File: src/rtl/id_rd_pkg.sv
// Package: shared constants for the serial ID readback realigner.
// Assumes a 9-bit serial word whose leading bit flags command (0) or data (1).
package id_rd_pkg;
    localparam int unsigned WORD_BITS   = 9;
    localparam int unsigned MAX_BYTES   = 4;
    localparam int unsigned ID_BYTES    = 3;
    localparam logic [7:0]  CMD_GET_ID  = 8'h04;

    // Expected controller identification byte at position i.
    function automatic logic [7:0] expected_id(input int unsigned i);
        case (i)
            0:       return 8'h85;
            1:       return 8'h85;
            default: return 8'h52;
        endcase
    endfunction
endpackage

File: src/rtl/id_sclk_tick.sv
// Module: id_sclk_tick
// Produces a one-cycle tick every HALF_DIV clocks while run is high; each tick
// marks a serial clock half-period boundary. Assumes HALF_DIV >= 1.
module id_sclk_tick #(
    parameter int unsigned HALF_DIV = 2
) (
    input  logic clk,
    input  logic rst_n,
    input  logic run,
    output logic tick
);
    localparam int unsigned CW = (HALF_DIV > 1) ? $clog2(HALF_DIV) : 1;
    localparam logic [CW-1:0] LAST = CW'(HALF_DIV - 1);

    logic [CW-1:0] cnt_q;

    // Count clocks within a half period; restart whenever idle.
    always_ff @(posedge clk) begin
        if (!rst_n || !run || cnt_q == LAST) cnt_q <= '0;
        else                                 cnt_q <= cnt_q + 1'b1;
    end

    assign tick = run && (cnt_q == LAST);
endmodule

File: src/rtl/id_serial_engine.sv
// Module: id_serial_engine
// Runs one read exchange: shifts out a 9-bit command word, then collects
// nbytes 9-bit receive words. sdo is launched while sclk is low and sdi is
// sampled on the rising edge. Assumes launch is pulsed only while idle.
module id_serial_engine #(
    parameter int unsigned MAX_BYTES = 4,
    parameter int unsigned WORD_BITS = 9,
    parameter int unsigned LEN_W     = 3
) (
    input  logic                           clk,
    input  logic                           rst_n,
    input  logic                           launch,
    input  logic [LEN_W-1:0]               nbytes,
    input  logic [7:0]                     cmd,
    input  logic                           tick,
    input  logic                           sdi,
    output logic                           sclk,
    output logic                           cs_n,
    output logic                           sdo,
    output logic                           busy,
    output logic                           xfer_done,
    output logic [MAX_BYTES*WORD_BITS-1:0] words
);
    localparam int unsigned CNT_W = $clog2(WORD_BITS * (MAX_BYTES + 1) + 1);
    localparam int unsigned IDX_W = (MAX_BYTES > 1) ? $clog2(MAX_BYTES) : 1;
    localparam int unsigned POS_W = $clog2(WORD_BITS);
    localparam logic [CNT_W-1:0] CMD_LEN  = CNT_W'(WORD_BITS);
    localparam logic [POS_W-1:0] POS_LAST = POS_W'(WORD_BITS - 1);

    logic [CNT_W-1:0]     bit_cnt_q;
    logic [CNT_W-1:0]     total_q;
    logic [WORD_BITS-1:0] tx_q;
    logic [IDX_W-1:0]     widx_q;
    logic [POS_W-1:0]     wpos_q;
    logic [WORD_BITS-1:0] word_q [MAX_BYTES];

    // Bus sequencing: chip select, serial clock phase, command shift, counters.
    always_ff @(posedge clk) begin
        if (!rst_n) begin
            busy      <= 1'b0;
            cs_n      <= 1'b1;
            sclk      <= 1'b0;
            sdo       <= 1'b0;
            xfer_done <= 1'b0;
            bit_cnt_q <= '0;
            total_q   <= '0;
            tx_q      <= '0;
        end else begin
            xfer_done <= 1'b0;
            if (launch && !busy) begin
                busy      <= 1'b1;
                cs_n      <= 1'b0;
                sclk      <= 1'b0;
                tx_q      <= {1'b0, cmd};
                sdo       <= 1'b0;
                bit_cnt_q <= '0;
                total_q   <= CMD_LEN * (CNT_W'(nbytes) + CNT_W'(1));
            end else if (busy && tick) begin
                if (!sclk) begin
                    sclk <= 1'b1;
                end else begin
                    sclk <= 1'b0;
                    if (bit_cnt_q == total_q - CNT_W'(1)) begin
                        busy      <= 1'b0;
                        cs_n      <= 1'b1;
                        sdo       <= 1'b0;
                        xfer_done <= 1'b1;
                    end else begin
                        bit_cnt_q <= bit_cnt_q + CNT_W'(1);
                        tx_q      <= {tx_q[WORD_BITS-2:0], 1'b0};
                        sdo       <= tx_q[WORD_BITS-2];
                    end
                end
            end
        end
    end

    // Receive capture: on each rising edge past the command, shift sdi in MSB first.
    always_ff @(posedge clk) begin
        if (!rst_n || (launch && !busy)) begin
            widx_q <= '0;
            wpos_q <= '0;
            for (int k = 0; k < int'(MAX_BYTES); k++) word_q[k] <= '0;
        end else if (busy && tick && !sclk && bit_cnt_q >= CMD_LEN) begin
            word_q[widx_q] <= {word_q[widx_q][WORD_BITS-2:0], sdi};
            if (wpos_q == POS_LAST) begin
                wpos_q <= '0;
                widx_q <= widx_q + 1'b1;
            end else begin
                wpos_q <= wpos_q + 1'b1;
            end
        end
    end

    for (genvar i = 0; i < int'(MAX_BYTES); i++) begin : g_pack
        assign words[i*WORD_BITS +: WORD_BITS] = word_q[i];
    end

    // serial clock rests low whenever the device is deselected.
    assert_sclk_idle_R2: assert property (@(posedge clk) disable iff (!rst_n)
        cs_n |-> !sclk);

    // data never moves while sclk is high (device samples on the rise).
    assert_sdo_steady_R2: assert property (@(posedge clk) disable iff (!rst_n)
        sclk |-> $stable(sdo));

    // a transfer ends only on a falling half of sclk, with select released.
    assert_end_on_fall_R3: assert property (@(posedge clk) disable iff (!rst_n)
        xfer_done |-> (cs_n && !sclk && !busy));
endmodule

File: src/rtl/id_realign.sv
// Module: id_realign
// Purely combinational. Rebuilds true bytes from receive words that drift one
// bit per word: byte i = (word i >> i) | (low bits of word i-1 << (9 - i)).
// Assumes the first word carries one leading dummy bit.
module id_realign #(
    parameter int unsigned MAX_BYTES = 4,
    parameter int unsigned WORD_BITS = 9
) (
    input  logic [MAX_BYTES*WORD_BITS-1:0] words,
    output logic [MAX_BYTES*8-1:0]         bytes_out
);
    localparam int unsigned EXT_W = 2 * WORD_BITS;

    for (genvar i = 0; i < int'(MAX_BYTES); i++) begin : g_byte
        if (i < 2) begin : g_nocarry
            // Bytes 0 and 1 use no carry: a plain right shift of their own word.
            assign bytes_out[i*8 +: 8] =
                8'(({{WORD_BITS{1'b0}}, words[i*WORD_BITS +: WORD_BITS]}) >> i);
        end else begin : g_carry
            localparam logic [WORD_BITS-1:0] CMASK = WORD_BITS'((1 << (i - 1)) - 1);
            // Later bytes splice the low i-1 bits of the previous word on top.
            assign bytes_out[i*8 +: 8] = 8'(
                (EXT_W'(words[i*WORD_BITS +: WORD_BITS]) >> i) |
                (EXT_W'(words[(i-1)*WORD_BITS +: WORD_BITS] & CMASK) << (WORD_BITS - i)));
        end
    end
endmodule

File: src/rtl/id_readback_realigner.sv
// Module: id_readback_realigner (top)
// Accepts an ID read request, checks the length and the no-receive strap,
// runs the serial exchange, realigns the bytes and compares them with the
// expected ID. Results are registered and held until the next accepted start.
// Assumes start is a single-cycle pulse; starts while busy are dropped.
module id_readback_realigner
    import id_rd_pkg::*;
#(
    parameter int unsigned HALF_DIV   = 2,
    parameter int unsigned LEN_W      = 3,
    parameter int unsigned NBYTES_MAX = MAX_BYTES,
    parameter int unsigned NWORD_BITS = WORD_BITS,
    parameter int unsigned NID_BYTES  = ID_BYTES
) (
    input  logic                    clk,
    input  logic                    rst_n,
    input  logic                    start,
    input  logic [LEN_W-1:0]        req_len,
    input  logic                    no_rx_line,
    input  logic                    sdi,
    output logic                    sclk,
    output logic                    cs_n,
    output logic                    sdo,
    output logic [NBYTES_MAX*8-1:0] id_bytes,
    output logic                    done,
    output logic                    valid,
    output logic                    id_ok,
    output logic                    len_err
);
    localparam int unsigned WVEC_W = NBYTES_MAX * NWORD_BITS;

    logic                    busy;
    logic                    tick;
    logic                    xfer_done;
    logic                    len_ok;
    logic                    accept;
    logic                    launch;
    logic [LEN_W-1:0]        len_q;
    logic [WVEC_W-1:0]       words;
    logic [NBYTES_MAX*8-1:0] raw_bytes;
    logic [NBYTES_MAX*8-1:0] masked_bytes;
    logic [NID_BYTES-1:0]    pos_match;

    // Request decode: only 1, 3 and 4 byte reads are supported.
    always_comb begin
        len_ok = (req_len == LEN_W'(1)) || (req_len == LEN_W'(3)) || (req_len == LEN_W'(4));
    end

    assign accept = start && !busy;
    assign launch = accept && !no_rx_line && len_ok;

    id_sclk_tick #(.HALF_DIV(HALF_DIV)) u_tick (
        .clk   (clk),
        .rst_n (rst_n),
        .run   (busy),
        .tick  (tick)
    );

    id_serial_engine #(
        .MAX_BYTES (NBYTES_MAX),
        .WORD_BITS (NWORD_BITS),
        .LEN_W     (LEN_W)
    ) u_engine (
        .clk       (clk),
        .rst_n     (rst_n),
        .launch    (launch),
        .nbytes    (req_len),
        .cmd       (CMD_GET_ID),
        .tick      (tick),
        .sdi       (sdi),
        .sclk      (sclk),
        .cs_n      (cs_n),
        .sdo       (sdo),
        .busy      (busy),
        .xfer_done (xfer_done),
        .words     (words)
    );

    id_realign #(
        .MAX_BYTES (NBYTES_MAX),
        .WORD_BITS (NWORD_BITS)
    ) u_realign (
        .words     (words),
        .bytes_out (raw_bytes)
    );

    for (genvar i = 0; i < int'(NBYTES_MAX); i++) begin : g_mask
        // Positions beyond the requested length read as zero.
        assign masked_bytes[i*8 +: 8] =
            (LEN_W'(i) < len_q) ? raw_bytes[i*8 +: 8] : 8'h00;
    end

    for (genvar i = 0; i < int'(NID_BYTES); i++) begin : g_cmp
        // A position matches if it was not read or equals the expected byte.
        assign pos_match[i] = (LEN_W'(i) >= len_q) ||
                              (raw_bytes[i*8 +: 8] == expected_id(i));
    end

    // Result registers: cleared on an accepted start, set on skip, error or completion.
    always_ff @(posedge clk) begin
        if (!rst_n) begin
            len_q    <= '0;
            done     <= 1'b0;
            valid    <= 1'b0;
            id_ok    <= 1'b0;
            len_err  <= 1'b0;
            id_bytes <= '0;
        end else begin
            if (xfer_done) begin
                done     <= 1'b1;
                valid    <= 1'b1;
                id_ok    <= &pos_match;
                id_bytes <= masked_bytes;
            end
            if (accept) begin
                valid    <= 1'b0;
                id_bytes <= '0;
                len_q    <= req_len;
                done     <= no_rx_line || !len_ok;
                id_ok    <= no_rx_line;
                len_err  <= !no_rx_line && !len_ok;
            end
        end
    end

    // a refused length raises the error and never selects the device.
    assert_bad_len_refused_R6: assert property (@(posedge clk) disable iff (!rst_n)
        (accept && !no_rx_line && !len_ok) |=> (done && len_err && cs_n && !valid));

    // an error and valid data are never reported together.
    assert_err_excludes_data_R6: assert property (@(posedge clk) disable iff (!rst_n)
        len_err |-> (!valid && !id_ok));

    // the strap skips the transfer and reports a pass.
    assert_strap_pass_R8: assert property (@(posedge clk) disable iff (!rst_n)
        (accept && no_rx_line) |=> (done && id_ok && !len_err && cs_n));

    // results hold steady until a new start is presented.
    assert_hold_until_start_R9: assert property (@(posedge clk) disable iff (!rst_n)
        (done && !start) |=> (done && $stable(id_bytes) && $stable(id_ok) && $stable(valid)));
endmodule

File: config.mk
export PLATFORM = sky130hd
export DESIGN_NAME = id_readback_realigner
export DESIGN_NICKNAME = d
export VERILOG_FILES = /design/src/rtl/id_rd_pkg.sv /design/src/rtl/id_sclk_tick.sv /design/src/rtl/id_serial_engine.sv /design/src/rtl/id_realign.sv /design/src/rtl/id_readback_realigner.sv
export SDC_FILE = /design/constraint.sdc
export NUM_CORES = 1
export LEC_CHECK = 0
export BUFFER_PORTS_ARGS = -buffer_cell sky130_fd_sc_hd__buf_2
export CAP_MARGIN = 10
export CORE_MARGIN = 2
export CORE_UTILIZATION = 36
export DETAILED_ROUTE_END_ITERATION = 16
export PLACE_DENSITY = 0.6
export SLEW_MARGIN = 30
export SYNTH_ARGS = -nofsm -noshare
export SYNTH_HDL_FRONTEND = slang
export SYNTH_SLANG_ARGS = --single-unit
export TNS_END_PERCENT = 30
File: constraint.sdc
create_clock -name clk -period 2.3 [get_ports clk]
set_input_delay 0.115 -clock clk [delete_from_list [all_inputs] [get_ports clk]]
set_output_delay 0.115 -clock clk [all_outputs]
set_load 0.05 [all_outputs]
==> results of run 1 <==
placed cells by master (no fill, tap or decap), drive strengths merged, types with 18 or more instances in the layout:
cell,Yosys,layout
a21oi,46,46
and2,28,28
buf,5,66
dfxtp,70,70
edfxtp,35,35
nand2,32,32
nand2b,18,18
nor2,50,50
nor2b,34,34
what timing repair did:
item                                   4_1_cts  5_1_grt
setup buffers                                0        0
gates resized for setup                      0        0
hold buffers                                 1        0
endpoints found under the hold margin        1        0
power groups by stage:
stage               Combinational (mW)  Clock, mW  Sequential, mW
finish                           0.211       1.46            2.02
global route                     0.231       1.57            2.03
CTS                              0.214       1.50            2.02
detailed placement               0.211          0            2.07
global placement                 0.207          0            2.07
floorplan                        0.123          0            2.06
through the flow:
step / power (mW) / hold slack [ns]
finish: 3.69 / 0.0877
global route: 3.84 / 0.0795
CTS: 3.73 / 0.0776
global placement: 2.27 / 0.357
floorplan: 2.18 / 0.209
detailed placement: 2.28 / 0.364
layer usage:
layer / part of all wire / routed length (um) / track usage
met1: 0.46 / 4720 / 0.199
met2: 0.48 / 4910 / 0.261
met3: 0.029 / 302 / 0.0438
met4: 0.033 / 337 / 0.0714
met5: 0 / 0 / 0
layout make-up:
type                    count  share of cell area
flip-flops and latches    105               0.450
multi-input cells         312               0.372
repair buffers             67              0.0785
clock buffers              10              0.0420
well taps                 172              0.0395
clock inverters             6             0.00964
inverters                  12             0.00827
state kept, by name (all words and copies together) (netlist names), 2 cells and up, named ones only:
signal              flops
id_bytes               32
len_q                   3
u_engine.bit_cnt_q      6
u_engine.total_q        5
u_engine.tx_q           6
u_engine.widx_q         2
u_engine.word_q        35
u_engine.wpos_q         4
path summary, 6_finish.rpt:
kind | slack [ns] | cells after the start | end | from
worst max-delay path | 0.12 | 8 | u_engine.word_q[0][2] | u_engine.bit_cnt_q[0]
worst min-delay path | 0.09 | 2 | u_engine.word_q[2][0] | sdi
worst max register to register | 0.12 | 8 | u_engine.word_q[0][2] | u_engine.bit_cnt_q[0]
worst min register to register | 0.45 | 2 | u_engine.tx_q[2] | u_engine.tx_q[2]
cell families after synthesis:
family | after synthesis
and+or+nand+nor | 201
DFF | 105
AOI/OAI and AO/OA | 70
buffers and inverters | 32
muxes | 19
xor gates and xnor gates | 12
adders and majority gates | 10
==> metrics, run 1 <==
number of library cell types mapped by synthesis 47; maximum number of pins on one net before global-route repair 34; DPL Wire Length ~7.6 mm; number of instances in the placed design about 670; Critical Path Max Stage Delay 0.37 ns; biggest area contributors in the synthesized netlist sky130_fd_sc_hd__dfxtp_1, sky130_fd_sc_hd__edfxtp_1, sky130_fd_sc_hd__a21oi_1; Synth Area in Simple Gates 0.237; buffer and inverter count on the worst path 2; Leak 2.14 nW; # diodes 0; compound-cell area share of the yosys netlist 0.0899; mux share of post-synthesis cell area 0.0630; TritonCTS clock tree yes; Net Sw Frac 0.241; critical path startpoint category flop; highest clock frequency the design can meet 0.458 GHz; final clock skew 0.00827 ns; slew margin rel. 0.572; power density over the cells 678 nW/um^2; Initial Util 0.366; register area 2450 sq um; count of antenna-violating nets left after detailed routing 0; global-route usage over all layers 0.160; number of buffers inserted by port buffering 46; Mapped Area about 4600 sq um; FFs w/ async S/R, synth 0; worst-skew pair later-pin latency 0.36 ns; final hold violations 0; worst supply voltage drop on vdd 0.343 mV; deepest level of the CTS H-tree 3; average cell area after synthesis a little over 10 sq um; class of the worst hold path input pin to flop; switching power total 0.892 mW; post-synthesis share of cell area spent on xor and xnor gates 0.0228; share of total power in sequential cells 0.548; syn nets between 400 and 500; routed vias 3347; largest family of logic cells by synthesized area simple AND/OR/NAND/NOR gates; combinational fraction of design power 0.057; filler cell count roughly 1.2k; area of the die 13700 sq um; critical path start-end classification flop to flop; fraction of final layout cells sized beyond drive strength 1 0.193; share of synthesized area occupied by flip-flops and latches 0.533; RSZ-0062 raised after global routing false; via density per instance 4.89; Util after Layout 0.434; chain of cells forming the critical path inv_1 -> ha_1 -> or3b_1 -> a211o_1 -> nand4_1 -> nor3_1 -> nand2b_1 -> buf_12; via count of the first global-routing pass 3175; fraction of the cycle the final worst path needs 0.949; adder and majority cell fraction of the synthesized area 0.0272; Die Y 117 um; number of DRC markers in iteration 0 158; Max Root-Sink Buffers 2; Setup TNS Final 0 ns; area of the core region 12600 sq um; final global-route overflow total 0; Tmin final 2.18 ns; category of cells accounting for the largest share of critical-path delay simple AND/OR/NAND/NOR gates; max capacitance violation total 0; number of placed I/O pins 47; final slew viol count 0; total area of multi-input combinational cells 2030 sq um; yosys warns 0; wire length of the first global-routing pass around 16 mm; number of rows in the core area 41; final setup violation count 0; first drt pass iteration count 4; part of the total power dissipated in the clock network 0.395; number of enable flip-flop cells after synthesis 35; Worst Setup Slack post-DPL 0.142 ns; number of antenna violations at the first check in global routing 0; number of buffers created by CTS 9; most instantiated library cell after synthesis sky130_fd_sc_hd__dfxtp_1; master of the slowest instance on the critical path sky130_fd_sc_hd__dfxtp_1; Cell Area, Placed 5160 sq um; run status finished, final reports clean; Total Nets Final 525; cell count after synthesis approximately 450; Post-synth top flop sky130_fd_sc_hd__dfxtp_1; top cell type by total area after synthesis sky130_fd_sc_hd__dfxtp_1; largest fanout on the critical path 8; final RePlAce weighted congestion 0.794; post-detailed-route DRC marker count 0; Slew @ Worst Pin 0.641 ns; Crit path arrival time between 2 and 2.5 ns; final worst-path setup slack 0.117 ns; internal power summed over all cells between 2 and 3 mW; data required time of the worst path 2.42 ns; most frequent cells after synthesis sky130_fd_sc_hd__dfxtp_1, sky130_fd_sc_hd__nor2_1, sky130_fd_sc_hd__a21oi_1; nature of the critical path endpoint flop; final routed wire length divided by cell count 15.0 um; growth of design area from synthesis to finish 18.3%; die width 117 um; number of sinks handled by clock tree synthesis 105; synthesis-stage register bit count 105; post-route cell area 5450 sq um; detailed-route wire length 10.3 mm; area share of the largest cell type after synthesis 0.304; final non-filler cell total between 600 and 700; root buffer selected by CTS sky130_fd_sc_hd__clkbuf_16; Reg clk slew, reported paths 0.07 ns
(Power assumes the default switching activity.)
==> run 2, diff against run 1 <==
- CORE_UTILIZATION: 36 -> 30
- PLACE_DENSITY: 0.6 -> 0.53
- RECOVER_POWER: default -> 25
==> metrics, run 2 (same netlist as run 1, synthesis figures left out) <==
post-CTS setup buffer count 0 (unchanged); class of the worst hold path input pin to flop (unchanged); critical path startpoint category flop (unchanged); cts hold-fix bufs 0 (was 1); worst-skew pair later-pin latency 0.35 ns (was 0.36 ns); total area of multi-input combinational cells 2030 sq um (about the same); Tmin final 2.14 ns (was 2.18 ns); final RePlAce weighted congestion 0.809 (was 0.794); number of buffers created by CTS 9 (unchanged); number of instances in the placed design 683 (was 667); number of sinks handled by clock tree synthesis 105 (unchanged); reg2reg setup slack 0.16 ns (was 0.12 ns); DPL Wire Length 7.99 mm (was 7.65 mm); deepest level of the CTS H-tree 3 (unchanged); final setup violation count 0 (unchanged); largest registers in the final layout u_engine.word_q: 35 flops, id_bytes: 32 flops (unchanged); run status finished, final reports clean (unchanged); detailed-route wire length 10.5 mm (was 10.3 mm); highest clock frequency the design can meet 0.467 GHz (was 0.458 GHz); Leak 1.96 nW (was 2.14 nW); data required time of the worst path 2.36 ns (was 2.42 ns); fraction of the cycle the final worst path needs 0.930 (was 0.949); max capacitance violation total 0 (unchanged); root buffer selected by CTS sky130_fd_sc_hd__clkbuf_16 (unchanged); cells on worst reg2reg path 7 (was 8); Total Nets Final 524 (was 525); area of the die 16400 sq um (was 13700 sq um); nature of the critical path endpoint flop (unchanged); final slew viol count 0 (unchanged); fraction of final layout cells sized beyond drive strength 1 0.121 (was 0.193); Worst Setup Slack post-DPL -0.124 ns (was 0.142 ns); Reg clk slew, reported paths 0.07 ns (about the same); power density over the cells 702 nW/um^2 (was 678 nW/um^2); number of placed I/O pins 47 (unchanged); largest fanout on the critical path 9 (was 8); Util after Layout 0.358 (was 0.434); RSZ-0062 raised after global routing false (unchanged); leading cell type in the layout, fill and taps excluded sky130_fd_sc_hd__dfxtp_1 (unchanged); number of DRC markers in iteration 0 110 (was 158); filler cell count 1532 (was 1237); count of antenna-violating nets left after detailed routing 0 (unchanged); final clock skew 0.0111 ns (was 0.00827 ns); post-detailed-route DRC marker count 0 (unchanged); Die Y 128 um (was 117 um); launching element of the worst setup path u_engine.bit_cnt_q[1] (was u_engine.bit_cnt_q[0]); slew margin rel. 0.596 (was 0.572); wire length of the first global-routing pass 17.2 mm (was 16.4 mm); worst reg2reg endpoint u_engine.word_q[2][5] (was u_engine.word_q[0][2]); register ranked first by flip-flop count u_engine.word_q (unchanged); area of the core region 15100 sq um (was 12600 sq um); number of antenna violations at the first check in global routing 1 (was 0); number of gates given a new drive strength after cts 0 (unchanged); via count of the first global-routing pass 3336 (was 3175); Crit path arrival time 2.20 ns (was 2.30 ns); Reg-to-Reg Start u_engine.bit_cnt_q[1] (was u_engine.bit_cnt_q[0]); maximum number of pins on one net before global-route repair 34 (unchanged); Slew @ Worst Pin 0.609 ns (was 0.641 ns); Max Root-Sink Buffers 2 (unchanged); final hold violations 0 (unchanged); Largest register FFs 35 (unchanged); growth of design area from synthesis to finish 17.3% (was 18.3%); TritonCTS clock tree yes (unchanged); die width 128 um (was 117 um); via density per instance 4.76 (was 4.89); number of rows in the core area 45 (was 41); final non-filler cell total 700 (was 684); final worst-path setup slack 0.160 ns (was 0.117 ns); register area 2450 sq um (unchanged); most frequent cells in the layout sky130_fd_sc_hd__dfxtp_1, sky130_fd_sc_hd__nor2_1, sky130_fd_sc_hd__a21oi_1 (was sky130_fd_sc_hd__dfxtp_1, sky130_fd_sc_hd__nor2_1, sky130_fd_sc_hd__buf_2); final routed wire length divided by cell count 15.0 um (about the same); global-route usage over all layers 0.136 (was 0.160); number of buffers inserted by port buffering 46 (unchanged); Initial Util 0.305 (was 0.366); timing endpoint of the critical path u_engine.word_q[2][5] (was u_engine.word_q[0][2]); worst supply voltage drop on vdd 0.314 mV (was 0.343 mV); routed vias 3332 (was 3347); first drt pass iteration count 4 (unchanged); critical path start-end classification flop to flop (unchanged); final global-route overflow total 0 (unchanged)
run 2: changes by cell type in the layout (fill, tap and decap cells not counted), moves of 3 or more:
cell,previous run,this run
sky130_fd_sc_hd__buf_12,3,0
sky130_fd_sc_hd__clkinv_4,4,1
sky130_fd_sc_hd__nand2b_2,0,3
sky130_fd_sc_hd__clkbuf_1,1,40
sky130_fd_sc_hd__nand2b_1,18,15
sky130_fd_sc_hd__buf_2,46,7
run 2: critical path, cell delays in order (launching register included):
cell	delay, ns
sky130_fd_sc_hd__dfxtp_1	0.34
sky130_fd_sc_hd__inv_1	0.06
sky130_fd_sc_hd__ha_1	0.18
sky130_fd_sc_hd__or3b_1	0.37
sky130_fd_sc_hd__a211o_1	0.32
sky130_fd_sc_hd__nand4_1	0.21
sky130_fd_sc_hd__nor3b_2	0.09
sky130_fd_sc_hd__nand2b_2	0.29
run 2: layout make-up:
class                   instances  area share
clock inverters                 7      0.0144
well taps                     188      0.0436
clock buffers                   9      0.0417
inverters                      12     0.00834
flip-flops and latches        105       0.454
diodes                          1    0.000463
multi-input cells             312       0.377
repair buffers                 66      0.0607
run 2: where the power goes:
group / internal, mW / leakage, nW / switching, mW
Combinational: 0.0675 / 0.910 / 0.128
Sequential: 1.97 / 0.905 / 0.0554
Clock: 0.856 / 0.147 / 0.714
Total: 2.89 / 1.96 / 0.897
run 2: how the worst min path moves through the flow:
stage / startpoint / endpoint / depth (start not counted)
after floorplan: req_len[0] / u_engine.total_q[0] / 1
after global placement: u_engine.tx_q[2] / u_engine.tx_q[2] / 2
after detailed placement: u_engine.sdo / u_engine.sdo / 2
after CTS: rst_n / u_tick.cnt_q / 3
after global routing: req_len[0] / u_engine.total_q[0] / 3
final: rst_n / u_tick.cnt_q / 3
run 2: through the flow:
step / hold WS (ns) / instance area (sq um) / power (mW) / TNS [ns]
finish: 0.0926 / 5400 / 3.79 / 0
detailed placement: 0.448 / 5140 / 2.27 / -2.46
floorplan: 0.209 / 4600 / 2.18 / 0
global route: 0.0907 / 5400 / 3.93 / 0
CTS: 0.0820 / 5440 / 3.84 / 0
global placement: 0.440 / 5140 / 2.26 / -0.114
run 2: per-layer routing:
layer | share of wire | routed length (um) | global-route usage
met1 | 0.46 | 4820 | 0.167
met4 | 0.012 | 129 | 0.0407
met2 | 0.49 | 5150 | 0.234
met3 | 0.038 | 402 | 0.0355
met5 | 0 | 0 | 0
